### src/rtl/lrm_pkg.sv
package lrm_pkg;

    localparam int LINE_W     = 12;
    localparam int ALIGN_BITS = 2;

    typedef logic [LINE_W-1:0] line_t;

    typedef struct packed {
        line_t first;
        line_t last;
    } win_t;

    // Legality of one window against the last sensor line.
    function automatic logic win_legal(input line_t first, input line_t last, input line_t lim);
        logic first_ok;
        logic last_ok;
        logic span_ok;
        first_ok = (first[ALIGN_BITS-1:0] == '0) && (first <= lim);
        last_ok  = ((last[ALIGN_BITS-1:0] == '0) || (last == lim)) && (last <= lim);
        span_ok  = {1'b0, last} >= ({1'b0, first} + (LINE_W+1)'(3));
        return first_ok && last_ok && span_ok;
    endfunction

    // Inclusive coverage test of a line by a window.
    function automatic logic win_covers(input win_t w, input line_t idx);
        return (idx >= w.first) && (idx <= w.last);
    endfunction

endpackage

### src/rtl/lrm_table.sv
module lrm_table
    import lrm_pkg::*;
#(
    parameter int NUM_WIN   = 5,
    parameter int LAST_LINE = 3499,
    parameter int IDX_W     = $clog2(NUM_WIN),
    parameter int CNT_W     = $clog2(NUM_WIN + 1)
) (
    input  logic                     clk,
    input  logic                     rst,
    input  logic                     win_we,
    input  logic [IDX_W-1:0]         win_idx,
    input  line_t                    win_first,
    input  line_t                    win_last,
    input  logic                     cnt_we,
    input  logic [CNT_W-1:0]         cnt_val,
    input  logic                     frame_start,
    output win_t [NUM_WIN-1:0]       act_tab,
    output logic [CNT_W-1:0]         act_cnt,
    output logic                     cfg_err
);

    localparam line_t LIM = line_t'(LAST_LINE);

    win_t [NUM_WIN-1:0] stage_tab;
    win_t [NUM_WIN-1:0] pend_tab;
    logic [CNT_W-1:0]   pend_cnt;
    logic               pend_v;

    logic win_good;
    logic cnt_good;

    always_comb begin
        win_good = ({1'b0, win_idx} < (IDX_W+1)'(NUM_WIN))
                   && win_legal(win_first, win_last, LIM);
        cnt_good = cnt_val <= CNT_W'(NUM_WIN);
    end

    always_ff @(posedge clk) begin
        if (rst) begin
            stage_tab <= '0;
            pend_tab  <= '0;
            pend_cnt  <= '0;
            pend_v    <= 1'b0;
            act_tab   <= '0;
            act_cnt   <= '0;
            cfg_err   <= 1'b0;
        end else begin
            cfg_err <= (win_we && !win_good) || (cnt_we && !cnt_good);
            if (win_we && win_good) begin
                stage_tab[win_idx] <= '{first: win_first, last: win_last};
            end
            if (frame_start && pend_v) begin
                act_tab <= pend_tab;
                act_cnt <= pend_cnt;
                pend_v  <= 1'b0;
            end
            if (cnt_we && cnt_good) begin
                pend_tab <= stage_tab;
                pend_cnt <= cnt_val;
                pend_v   <= 1'b1;
            end
        end
    end


    act_hold_chk: assert property (@(posedge clk) disable iff (rst)
        !frame_start |=> $stable(act_cnt) && $stable(act_tab));


    cnt_range_chk: assert property (@(posedge clk) disable iff (rst)
        act_cnt <= CNT_W'(NUM_WIN));


    err_cause_chk: assert property (@(posedge clk) disable iff (rst)
        cfg_err |-> $past(win_we || cnt_we));


    err_pulse_chk: assert property (@(posedge clk) disable iff (rst)
        (win_we && !win_good && !cnt_we) |=> cfg_err && $stable(stage_tab));

endmodule

### src/rtl/lrm_judge.sv
module lrm_judge
    import lrm_pkg::*;
#(
    parameter int NUM_WIN = 5,
    parameter int CNT_W   = $clog2(NUM_WIN + 1)
) (
    input  logic               clk,
    input  logic               rst,
    input  logic               line_start,
    input  line_t              line_idx,
    input  win_t [NUM_WIN-1:0] act_tab,
    input  logic [CNT_W-1:0]   act_cnt,
    output logic               hit,
    output logic               line_vld,
    output logic               line_masked
);

    logic [NUM_WIN-1:0] hit_w;

    generate
        for (genvar k = 0; k < NUM_WIN; k++) begin : g_win
            assign hit_w[k] = (CNT_W'(k) < act_cnt) && win_covers(act_tab[k], line_idx);
        end
    endgenerate

    assign hit = |hit_w;

    always_ff @(posedge clk) begin
        if (rst) begin
            line_vld    <= 1'b0;
            line_masked <= 1'b0;
        end else begin
            line_vld    <= line_start;
            line_masked <= line_start && hit;
        end
    end


    mask_needs_vld_chk: assert property (@(posedge clk) disable iff (rst)
        line_masked |-> line_vld);


    vld_follows_start_chk: assert property (@(posedge clk) disable iff (rst)
        line_start |=> line_vld);


    zero_cnt_pass_chk: assert property (@(posedge clk) disable iff (rst)
        (line_start && act_cnt == '0) |=> !line_masked);

endmodule

### src/rtl/lrm_skip.sv
module lrm_skip
    import lrm_pkg::*;
(
    input  logic  clk,
    input  logic  rst,
    input  logic  frame_start,
    input  logic  frame_end,
    input  logic  skip_inc,
    output line_t skip_total
);

    line_t run_cnt;

    always_ff @(posedge clk) begin
        if (rst) begin
            run_cnt    <= '0;
            skip_total <= '0;
        end else begin
            if (frame_start) begin
                run_cnt <= '0;
            end else if (skip_inc) begin
                run_cnt <= run_cnt + line_t'(1);
            end
            if (frame_end) begin
                skip_total <= run_cnt;
            end
        end
    end


    run_clear_chk: assert property (@(posedge clk) disable iff (rst)
        frame_start |=> run_cnt == '0);


    run_step_chk: assert property (@(posedge clk) disable iff (rst)
        !frame_start |=> (run_cnt == $past(run_cnt)) || (run_cnt == $past(run_cnt) + line_t'(1)));


    total_hold_chk: assert property (@(posedge clk) disable iff (rst)
        !frame_end |=> $stable(skip_total));

endmodule

### src/rtl/line_mask_seq.sv
module line_mask_seq
    import lrm_pkg::*;
#(
    parameter int NUM_WIN   = 5,
    parameter int LAST_LINE = 3499,
    parameter int IDX_W     = $clog2(NUM_WIN),
    parameter int CNT_W     = $clog2(NUM_WIN + 1)
) (
    input  logic                 clk,
    input  logic                 rst,
    input  logic                 win_we,
    input  logic [IDX_W-1:0]     win_idx,
    input  logic [LINE_W-1:0]    win_first,
    input  logic [LINE_W-1:0]    win_last,
    input  logic                 cnt_we,
    input  logic [CNT_W-1:0]     cnt_val,
    input  logic                 frame_start,
    input  logic                 frame_end,
    input  logic                 line_start,
    input  logic [LINE_W-1:0]    line_idx,
    output logic                 line_vld,
    output logic                 line_masked,
    output logic [LINE_W-1:0]    skip_total,
    output logic                 cfg_err
);

    win_t [NUM_WIN-1:0] act_tab;
    logic [CNT_W-1:0]   act_cnt;
    logic               hit;

    lrm_table #(
        .NUM_WIN   (NUM_WIN),
        .LAST_LINE (LAST_LINE),
        .IDX_W     (IDX_W),
        .CNT_W     (CNT_W)
    ) u_table (
        .clk         (clk),
        .rst         (rst),
        .win_we      (win_we),
        .win_idx     (win_idx),
        .win_first   (win_first),
        .win_last    (win_last),
        .cnt_we      (cnt_we),
        .cnt_val     (cnt_val),
        .frame_start (frame_start),
        .act_tab     (act_tab),
        .act_cnt     (act_cnt),
        .cfg_err     (cfg_err)
    );

    lrm_judge #(
        .NUM_WIN (NUM_WIN),
        .CNT_W   (CNT_W)
    ) u_judge (
        .clk         (clk),
        .rst         (rst),
        .line_start  (line_start),
        .line_idx    (line_idx),
        .act_tab     (act_tab),
        .act_cnt     (act_cnt),
        .hit         (hit),
        .line_vld    (line_vld),
        .line_masked (line_masked)
    );

    lrm_skip u_skip (
        .clk         (clk),
        .rst         (rst),
        .frame_start (frame_start),
        .frame_end   (frame_end),
        .skip_inc    (line_start && hit),
        .skip_total  (skip_total)
    );


    reset_quiet_chk: assert property (@(posedge clk)
        rst |=> !line_vld && !line_masked && !cfg_err && skip_total == '0);

endmodule

### config.mk
export PLATFORM = sky130hd
export DESIGN_NAME = line_mask_seq
export DESIGN_NICKNAME = d
export VERILOG_FILES = /design/src/rtl/lrm_pkg.sv /design/src/rtl/lrm_table.sv /design/src/rtl/lrm_judge.sv /design/src/rtl/lrm_skip.sv /design/src/rtl/line_mask_seq.sv
export SDC_FILE = /design/constraint.sdc
export NUM_CORES = 1
export LEC_CHECK = 0
export BUFFER_PORTS_ARGS = -buffer_cell sky130_fd_sc_hd__buf_2
export CAP_MARGIN = 20
export CORE_ASPECT_RATIO = 1.25
export CORE_MARGIN = 1
export CORE_UTILIZATION = 56
export CTS_CLUSTER_DIAMETER = 100
export DETAILED_ROUTE_END_ITERATION = 10
export PLACE_DENSITY = 0.8
export SLEW_MARGIN = 0
export SYNTH_ARGS = -nofsm -noshare
export SYNTH_HDL_FRONTEND = slang
export SYNTH_SLANG_ARGS = --single-unit
### constraint.sdc
create_clock -name clk -period 8.2 [get_ports clk]
set_clock_uncertainty 0.15 [all_clocks]
set_input_delay 0.41 -clock clk [delete_from_list [all_inputs] [get_ports clk]]
set_output_delay 0.41 -clock clk [all_outputs]
set_load 0.005 [all_outputs]
Word-level counts from Yosys, hierarchy flattened
Index checks and enable logic that the tools add are counted.
- flip-flop bits (word level): 394
- bits in latches: 0
- RAM bits: 0
- ROM bits: 0
- output and inout port bits: 15
- word-level logic and storage cells: 99
- memories: 0
- add/sub/neg operators: 2
- $mul: 0
- divide/modulo/power cells: 0
- order comparisons: 22
- equality and inequality tests: 1
- shifts and indexed selects: 0
- muxes and demuxes: 5
- bitwise logic cells: 0
- reduce and logical (&&, ||, !) cells: 31
- operator list (operator ; number):
    $bwmux W120 ; 1
    $demux W24 S3 ; 1
    $ge A12 B12 Y1 ; 5
    $le A12 B12 Y1 ; 5
    $le A12 B12 Y1 const B ; 2
    $mux W24 ; 1
    $logic_and A1 B1 Y1 ; 22
    $add A12 B2 Y13 const B ; 1
    $ge A12 B13 Y1 ; 1
    $add A12 B1 Y12 const B ; 1
    $eq A12 B12 Y1 const B ; 1
    $lt A1 B3 Y1 const A ; 2
    $lt A2 B3 Y1 const A ; 2
    $reduce_or A5 Y1 ; 1
    $logic_not A2 Y1 ; 2
    $lt A3 B4 Y1 const B ; 1
    $ge A3 B1 Y1 const B ; 1
    $le A3 B3 Y1 const B ; 1
    $lt A3 B3 Y1 const A ; 1
    $lt A3 B3 Y1 const B ; 1
    $logic_not A1 Y1 ; 2
    $logic_or A1 B1 Y1 ; 2
    $mux W1 ; 2
    $reduce_bool A2 Y1 ; 1
    $reduce_or A2 Y1 ; 1

Logic depth before layout (Yosys ltp)
Gate-level depths: netlist of the first run.
- depth after elaboration: 9
- depth in mapped cells: 14

Modules after synthesis
A second synthesis of the first run with hierarchy kept.
- cell total of the unflattened synthesis: 2161
- area, all modules: 17827.1 um2
- modules (own cells, without submodules) (module ; times used ; cells each ; area each (um2) ; sequential area each (um2)):
    lrm_table ; 1 ; 1649 ; 13832.0 ; 7367.1
    lrm_judge ; 1 ; 411 ; 3010.4 ; 40.0
    lrm_skip ; 1 ; 100 ; 978.4 ; 480.5
    line_mask_seq ; 1 ; 1 ; 6.3 ; 0.0

Worst setup path after synthesis of the first run
No wires, ideal clock.
- path type: input to register
- from: input win_first[2]
- to: register u_table.stage_tab[70] (netlist bit)
- library setup time: 128 ps
- arrival: 3194 ps
- required time: 7922 ps
- slack: 4729 ps
- stages: 14
- path through: clkbuf_1 -> and3_1 -> nand3_1 -> a21oi_1 -> nand3_1 -> xor2_1 -> ha_1 -> and3_1 -> nand3_1 -> a21oi_1 -> o2111ai_4 -> buf_2 -> mux2i_1 -> nor2_1
- longest elaborated chain between the ends: 6
- elaborated cells on any way between the ends: 8
- classes of those cells: 1 x add/sub; 2 x order compare; 5 x reduce/logical
- RTL lines (item ; line ; source):
    start: declaration ; line_mask_seq.sv:13 ; input logic [LINE_W-1:0] win_first,
    parallel branches: the longest is 3 deep, another holds $add A12 B2 Y13 ; n/a ;
    $logic_and A1 B1 Y1 * ; lrm_pkg.sv:21 ; return first_ok && last_ok && span_ok;
    $logic_and A1 B1 Y1 * ; lrm_table.sv:35 ; && win_legal(win_first, win_last, LIM);
    $logic_and A1 B1 Y1 * ; lrm_table.sv:50 ; if (win_we && win_good) begin
    end signal: indexed assignment ; lrm_table.sv:51 ; stage_tab[win_idx] <= '{first: win_first, last: win_last};
    end: declaration ; lrm_table.sv:25 ; win_t [NUM_WIN-1:0] stage_tab;
Mark *: on every way between the ends.
A chain may end at the register's enable or synchronous reset.

Worst setup path after layout of the first run
- from: input win_first[3]
- to: register u_table.stage_tab[25] (netlist bit)
Same word-level chain as after synthesis.

==> results of run 1 <==
synth_stat cells, types with 3 or more instances:
library cell	count	share of area, %
a31oi_1	4	0.14
mux2i_1	132	7.6
xor2_1	9	0.46
o211ai_1	11	0.48
ha_1	135	9.8
dfxtp_1	394	46
nand2_1	517	11
o21a_1	4	0.17
a211oi_1	5	0.22
a21oi_1	289	8.4
o22ai_1	4	0.14
nor2_1	150	3.3
buf_1	11	0.24
inv_1	123	2.7
clkbuf_1	100	2.2
a21o_1	9	0.39
a211o_1	3	0.15
buf_2	6	0.17
nor2b_1	16	0.58
o211ai_2	3	0.22
or4_1	8	0.35
buf_6	6	0.39
or3_1	7	0.25
nand4_1	17	0.61
o31ai_1	7	0.30
nand3_1	17	0.49
o21ai_0	26	0.75
nor3_1	11	0.32
a2111oi_0	4	0.20
nand2b_1	6	0.22
and3_1	8	0.29
state kept, by name, summed over array words and instances (netlist names):
name,flops
u_table.pend_tab,120
u_table.pend_cnt,3
u_skip.skip_total,12
u_table.act_tab,120
u_table.cfg_err,1
u_table.pend_v,1
u_judge.line_masked,1
u_table.stage_tab,120
u_table.act_cnt,3
u_judge.line_vld,1
u_skip.run_cnt,12
layout make-up:
type | instances | area share (%)
multi-input cells | 1435 | 44.6
flip-flops and latches | 394 | 41.4
clock buffers | 59 | 6.21
well taps | 401 | 2.63
inverters | 123 | 2.42
repair buffers | 76 | 2.37
clock inverters | 10 | 0.446
cells by family after synthesis:
kind of cell,Yosys count
compound gates,385
mux,132
fa+ha+maj,135
flops,394
buf+inv,246
xor+xnor,11
simple gates,772
where the power goes:
group          total (uW)  switching, uW  internal [uW]
Combinational         245            181           63.5
Clock                1760            731           1030
Sequential           1920           1.68           1920
worst min-delay path, stage by stage:
cell	delay [ps]
buf_2	100
a32oi_1	80
nor2_1	70
final timing paths:
kind                                               to  slack [ps]  cells after the start
worst max-delay path            u_table.stage_tab[25]        4580                     14
worst min-delay path                  u_table.cfg_err          20                      3
worst max register to register     u_skip.run_cnt[10]        4760                     10
worst min register to register    u_table.act_tab[13]         300                      2
per-stage QoR:
step	hold WS (ps)	std cells	total power (uW)
floorplan	282	2075	2110
global placement	286	2426	2190
detailed placement	292	2427	2200
CTS	5.95	2498	3940
global route	39.6	2498	4040
finish	19.0	2498	3920
per-layer routing:
metal  up-vias  wire (um)
met5         -         18
li1       6886          -
met4         2       2340
met2       432      22400
met1      6728      17500
met3       141       2430
timing repair:
item                                   4_1_cts  5_1_grt
setup endpoints to repair                    0        0
hold buffers                                 2        0
endpoints found under the hold margin        2        0
==> impl_metrics.json, run 1 <==
{
  "outcome": "finished, final reports clean",
  "wl_per_cell_um": 17.9,
  "grt_pass1_vias": 13700,
  "min_from": "cnt_val[1]",
  "timing.final.crit_share_pct": 44.2,
  "fin_nets": 2253,
  "grt.busiest_layer": "met2",
  "place_ws_ps": 4080,
  "worstPathCellList": "buf_2 -> and3_1 -> nand3_1 -> a21oi_1 -> nand3_1 -> xor2_1 -> ha_1 -> and3_1 -> nand3_1 -> a21oi_1 -> o211ai_4 -> buf_4 -> mux2i_1 -> nor2_1",
  "die_y_um": 199,
  "rsz0062_at_grt": "false",
  "antenna_cells": 0,
  "syn_inst": 2075,
  "grt_max_degree": 201,
  "drcViolationCount": 0,
  "viasPerCell": 5.68,
  "crit_required_ps": 8430,
  "crit_buf_inv": 2,
  "synth_top_family_by_area": "simple AND/OR/NAND/NOR gates",
  "synth_mux_area_share_pct": 7.63,
  "p_per_area_nw_per_um2": 206,
  "regArea_um2": 7890,
  "htree_num_levels": 2,
  "cp_top_family": "compound AO/OA/AOI/OAI gates",
  "r2r-start": "u_table.act_tab[81]",
  "dp.final_hpwl_um": 28200,
  "fin_area_um2": 19100,
  "clock-sinks": 394,
  "synth-xor-area-share_pct": 0.556,
  "cellLeakagePower_uw": 0.00763,
  "rows": 71,
  "numCtsBuffers": 39,
  "core-area_um2": 30300,
  "ys_types": 55,
  "io_pins": 64,
  "die_area_um2": 31600,
  "syn_to_final_growth_pct": 10.1,
  "grt_usage_pct": 28.2,
  "final_hold_viol_count": 0,
  "irDropWorstVdd_v": 0.000158,
  "cts_setup_buffers": 0,
  "grt_use_met2_pct": 50.9,
  "layout.cells.most_common": "nand2_1",
  "multiInputGateArea_um2": 8500,
  "synth_nets": 2259,
  "fin_setup_tns_ps": 0,
  "wl_um": 44600,
  "cts_tree": "yes",
  "ys_warn_count": 0,
  "finalCriticalPeriod_ps": 3620,
  "initial_core_util_pct": 57.2,
  "synth_compound_area_share_pct": 12.7,
  "yosys.area_share.simple_pct": 18.2,
  "cts_root_buf": "clkbuf_16",
  "nFillCells": 2560,
  "met1_usage_pct": 32.0,
  "cts_buffer_depth": 3,
  "ys.flop_type": "dfxtp_1",
  "post-route-util_pct": 63.0,
  "cap_violations": 0,
  "clkTransAtPathRegs_ps": 60,
  "overflow": 0,
  "crit_fanout": 16,
  "final_max_slew_viol_count": 0,
  "first_pass_iters": 5,
  "numPortBuffers": 63,
  "syn_area_per_cell_um2": 8.35,
  "gp_congestion": 0.904,
  "cts_resized": 0,
  "slowest_delay_ps": 840,
  "synthAdderAreaFrac_pct": 9.75,
  "endpoint_kind": "flip-flop",
  "crit_path_frequent_cell": "nand3_1",
  "setup_viol": 0,
  "ys_ff_latch": 394,
  "netlist_area_um2": 17300,
  "synth_edf_count": 0,
  "hold_path.class": "in -> reg",
  "insertion_delay_ps": 530,
  "die_w_um": 159,
  "mostFrequentLayoutCells": "515 x nand2_1, 394 x dfxtp_1, 289 x a21oi_1, 150 x nor2_1, 135 x ha_1",
  "drt_iter0_markers": 1192,
  "crit_arrival_ps": 3860,
  "slowest_stage": "a21oi_1",
  "path_class": "in -> reg",
  "slew_headroom_pct": 23.8,
  "worst_slack_ps": 4580,
  "postPlaceCellArea_um2": 17800,
  "antenna_found_initial": 1,
  "ant_nets": 0,
  "vias": 14200,
  "drive_above_1_share_pct": 7.11,
  "synth-async-reset-ratio_pct": 0,
  "startpoint": "win_first[3]",
  "crit_path_start_kind": "primary input",
  "tightest_slew_ps": 1140,
  "met3_usage_pct": 3.82,
  "grt_pass1_wl_um": 70400,
  "seq_area_frac_synth_pct": 45.5,
  "max_clock_freq_mhz": 276
}
(Power assumes the default switching activity.)
==> run 2, diff against run 1 <==
--- a/config.mk
+++ b/config.mk
@@ -5,6 +5,7 @@
 export SDC_FILE = /design/constraint.sdc
 export NUM_CORES = 1
 export LEC_CHECK = 0
+export ABC_AREA = 1
 export BUFFER_PORTS_ARGS = -buffer_cell sky130_fd_sc_hd__buf_2
 export CAP_MARGIN = 20
 export CORE_ASPECT_RATIO = 1.25
==> constraint.sdc (replaced) <==
create_clock -name clk -period 3.46 [get_ports clk]
set_clock_uncertainty 0.15 [all_clocks]
set_input_delay 0.173 -clock clk [delete_from_list [all_inputs] [get_ports clk]]
set_output_delay 0.173 -clock clk [all_outputs]
set_load 0.005 [all_outputs]
==> run 2 against run 1 <==
Global-route usage increased by 1.8 points; largest power group unchanged; count of clock-buffer cells in the layout rose by 5; sequential cell count unchanged; worst hold slack improved by 29 ps; design area rose by 6.9%; combinational power rose to 4.2 times the previous value; critical path type unchanged; routed wire length up 9.5%; critical path depth is 4 higher.
==> impl_metrics.json, run 2 <==
{
  "place_ws_ps": 292,
  "wl_um": 48900,
  "worstPathCellList": "dlygate4sd3_1 -> buf_2 -> inv_1 -> ha_1 -> nor2_2 -> nand2_1 -> xor2_1 -> ha_1 -> nand2_1 -> nor3_1 -> nand4_1 -> nand2_1 -> nand2_1 -> nand3_1 -> nand4_1 -> buf_12 -> nor2_1 -> nor2_1",
  "antenna_found_initial": 2,
  "insertion_delay_ps": 530,
  "seq_area_frac_synth_pct": 43.2,
  "drt_iter0_markers": 1197,
  "nFillCells": 2727,
  "synth_nets": 2747,
  "drive_above_1_share_pct": 6.25,
  "synth_top_area_cell": "dfxtp_1",
  "yosys.area_share.simple_pct": 24.2,
  "whs_path_depth": 4,
  "timing.final.crit_share_pct": 93.5,
  "viasPerCell": 5.41,
  "final_hold_viol_count": 0,
  "cts_buffer_depth": 3,
  "cts_resized": 0,
  "synth-async-reset-ratio_pct": 0,
  "crit_arrival_ps": 3490,
  "r2r-start": "u_table.act_tab[35]",
  "clock-sinks": 394,
  "crit_fanout": 47,
  "final_max_slew_viol_count": 0,
  "initial_core_util_pct": 57.1,
  "synthAdderAreaFrac_pct": 9.25,
  "setup_viol": 0,
  "fin_nets": 2763,
  "outcome": "finished, final reports clean",
  "worstHoldEndpoint": "u_skip.run_cnt[0]",
  "yosysMostFrequentCell": "nand2_1",
  "synth_top_family_by_area": "simple AND/OR/NAND/NOR gates",
  "max_clock_freq_mhz": 309,
  "layout.cells.most_common": "nand2_1",
  "synth_commonest_cells": "557 x nand2_1, 394 x dfxtp_1, 353 x nor2_1",
  "ys_warn_count": 0,
  "synthTopCellsByArea": "dfxtp_1 43%, nand2_1 11%, ha_1 9.2%, a21oi_1 8.2%, nor2_1 7.3%",
  "cts_root_buf": "clkbuf_16",
  "rr_endpoint": "u_skip.run_cnt[11]",
  "die_area_um2": 33400,
  "slew_headroom_pct": 31.3,
  "ys_ff_latch": 394,
  "clkTransAtPathRegs_ps": 70,
  "slowest_delay_ps": 530,
  "crit_required_ps": 3720,
  "reg2reg_depth": 15,
  "io_pins": 64,
  "finalCriticalPeriod_ps": 3240,
  "syn_inst": 2563,
  "reg_top3": "u_table.act_tab: 120 flops, u_table.pend_tab: 120 flops, u_table.stage_tab: 120 flops",
  "crit_path_start_kind": "primary input",
  "wl_per_cell_um": 16.2,
  "crit_path_frequent_cell": "nand2_1",
  "fin_area_um2": 20400,
  "grt_max_degree": 83,
  "overflow": 0,
  "cts_setup_buffers": 0,
  "numCtsBuffers": 39,
  "cellLeakagePower_uw": 0.00909,
  "antenna_cells": 0,
  "slowest_stage": "dlygate4sd3_1",
  "syn_area_per_cell_um2": 7.13,
  "synth_edf_count": 0,
  "synth_top_area_share_pct": 43.2,
  "crit_buf_inv": 4,
  "cp_top_family": "simple AND/OR/NAND/NOR gates",
  "synth-xor-area-share_pct": 0.479,
  "mostFrequentLayoutCells": "554 x nand2_1, 394 x dfxtp_1, 353 x nor2_1, 313 x inv_1, 301 x a21oi_1",
  "r2r_slack_ps": 510,
  "syn_to_final_growth_pct": 11.7,
  "htree_num_levels": 2,
  "numPortBuffers": 63,
  "netlist_area_um2": 18300,
  "place_inst": 2919,
  "grt_usage_pct": 29.9,
  "ant_nets": 0,
  "irDropWorstVdd_v": 0.000378,
  "first_pass_iters": 8,
  "cap_violations": 0,
  "min_from": "frame_start",
  "die_w_um": 164,
  "p_per_area_nw_per_um2": 489,
  "endpoint_kind": "flip-flop",
  "synth_mux_area_share_pct": 0,
  "ys_types": 30,
  "cts_hold_buf": 31,
  "core-area_um2": 32000,
  "grt_pass1_vias": 15900,
  "rsz0062_at_grt": "false",
  "drcViolationCount": 0,
  "grt_pass1_wl_um": 79600,
  "tightest_slew_ps": 1030,
  "worst_slack_ps": 224,
  "rows": 73,
  "ys.flop_type": "dfxtp_1",
  "hold_path.class": "in -> reg",
  "gp_congestion": 0.866,
  "cts_tree": "yes",
  "fin_setup_tns_ps": 0,
  "vias": 16400,
  "synth_compound_area_share_pct": 12.7,
  "die_y_um": 204,
  "postPlaceCellArea_um2": 18800,
  "dp.final_hpwl_um": 31000,
  "stdcell_count": 3020,
  "path_class": "in -> reg"
}
==> run 2: how the worst max path moves through the flow <==
| stage | slack [ps] | start | endpoint | cells after the start |
|---|---|---|---|---|
| floorplan | 950 | win_first[0] | u_table.stage_tab[118] | 17 |
| global placement | 300 | win_first[0] | u_table.stage_tab[87] | 17 |
| detailed placement | 290 | win_first[0] | u_table.stage_tab[87] | 17 |
| CTS | 290 | win_first[0] | u_table.stage_tab[87] | 18 |
| global route | 1 | win_first[0] | u_table.stage_tab[87] | 18 |
| finish | 220 | win_first[0] | u_table.stage_tab[87] | 18 |
==> run 2: power by group <==
group          total (uW)  internal [uW]  switching [uW]
registers            4660           4630            31.1
logic                1040            332             707
clock network        4270           2520            1750
total                9970           7490            2490
==> run 2: cells by family after synthesis <==
kind of cell	count (synthesis)
XOR/XNOR	10
AO/OA/AOI/OAI	459
AND/OR/NAND/NOR	1102
buffers and inverters	463
flip-flops	394
adder cells (fa/ha/maj)	135
==> run 2: per-stage QoR <==
step                hold slack, ps  utilization [%]  total power, uW
CTS                           17.0             63.8             9990
global route                  71.9             63.8            10300
floorplan                      158                -             5400
finish                        48.0             63.8             9970
detailed placement             298             58.8             5750
global placement               291             58.8             5710
==> run 2: per-layer routing <==
| layer | part of all wire [%] | GRT usage [%] | vias up | wire [um] |
|---|---|---|---|---|
| li1 | - | - | 8141 | - |
| met1 | 41 | 35.5 | 7572 | 20000 |
| met4 | 4.4 | 14.0 | 0 | 2140 |
| met5 | 0 | 0 | - | 0 |
| met3 | 6.1 | 4.63 | 129 | 3000 |
| met2 | 48 | 52.6 | 508 | 23700 |
==> run 2: worst reg2reg max path, cell delays in order, from the launching register on <==
cell,delay [ps]
dfxtp_1,300
inv_1,50
ha_1,300
nand2_1,70
nor2_1,340
nand2_1,240
a21oi_1,180
nor2_1,60
nor2_1,140
nor2_1,70
nor2_1,210
nand3_1,200
buf_4,270
nand3_1,100
nand2_1,60
nor2_1,110
==> run 2: final cells by class <==
cell class	instances	area, um^2	area share, %
Clock inverter	6	57.6	0.282
Timing Repair Buffer	122	953	4.67
Clock buffer	64	1240	6.09
Multi-Input combinational cell	1706	8550	41.9
Inverter	316	1190	5.84
Tap cell	412	515	2.53
Sequential cell	394	7890	38.7
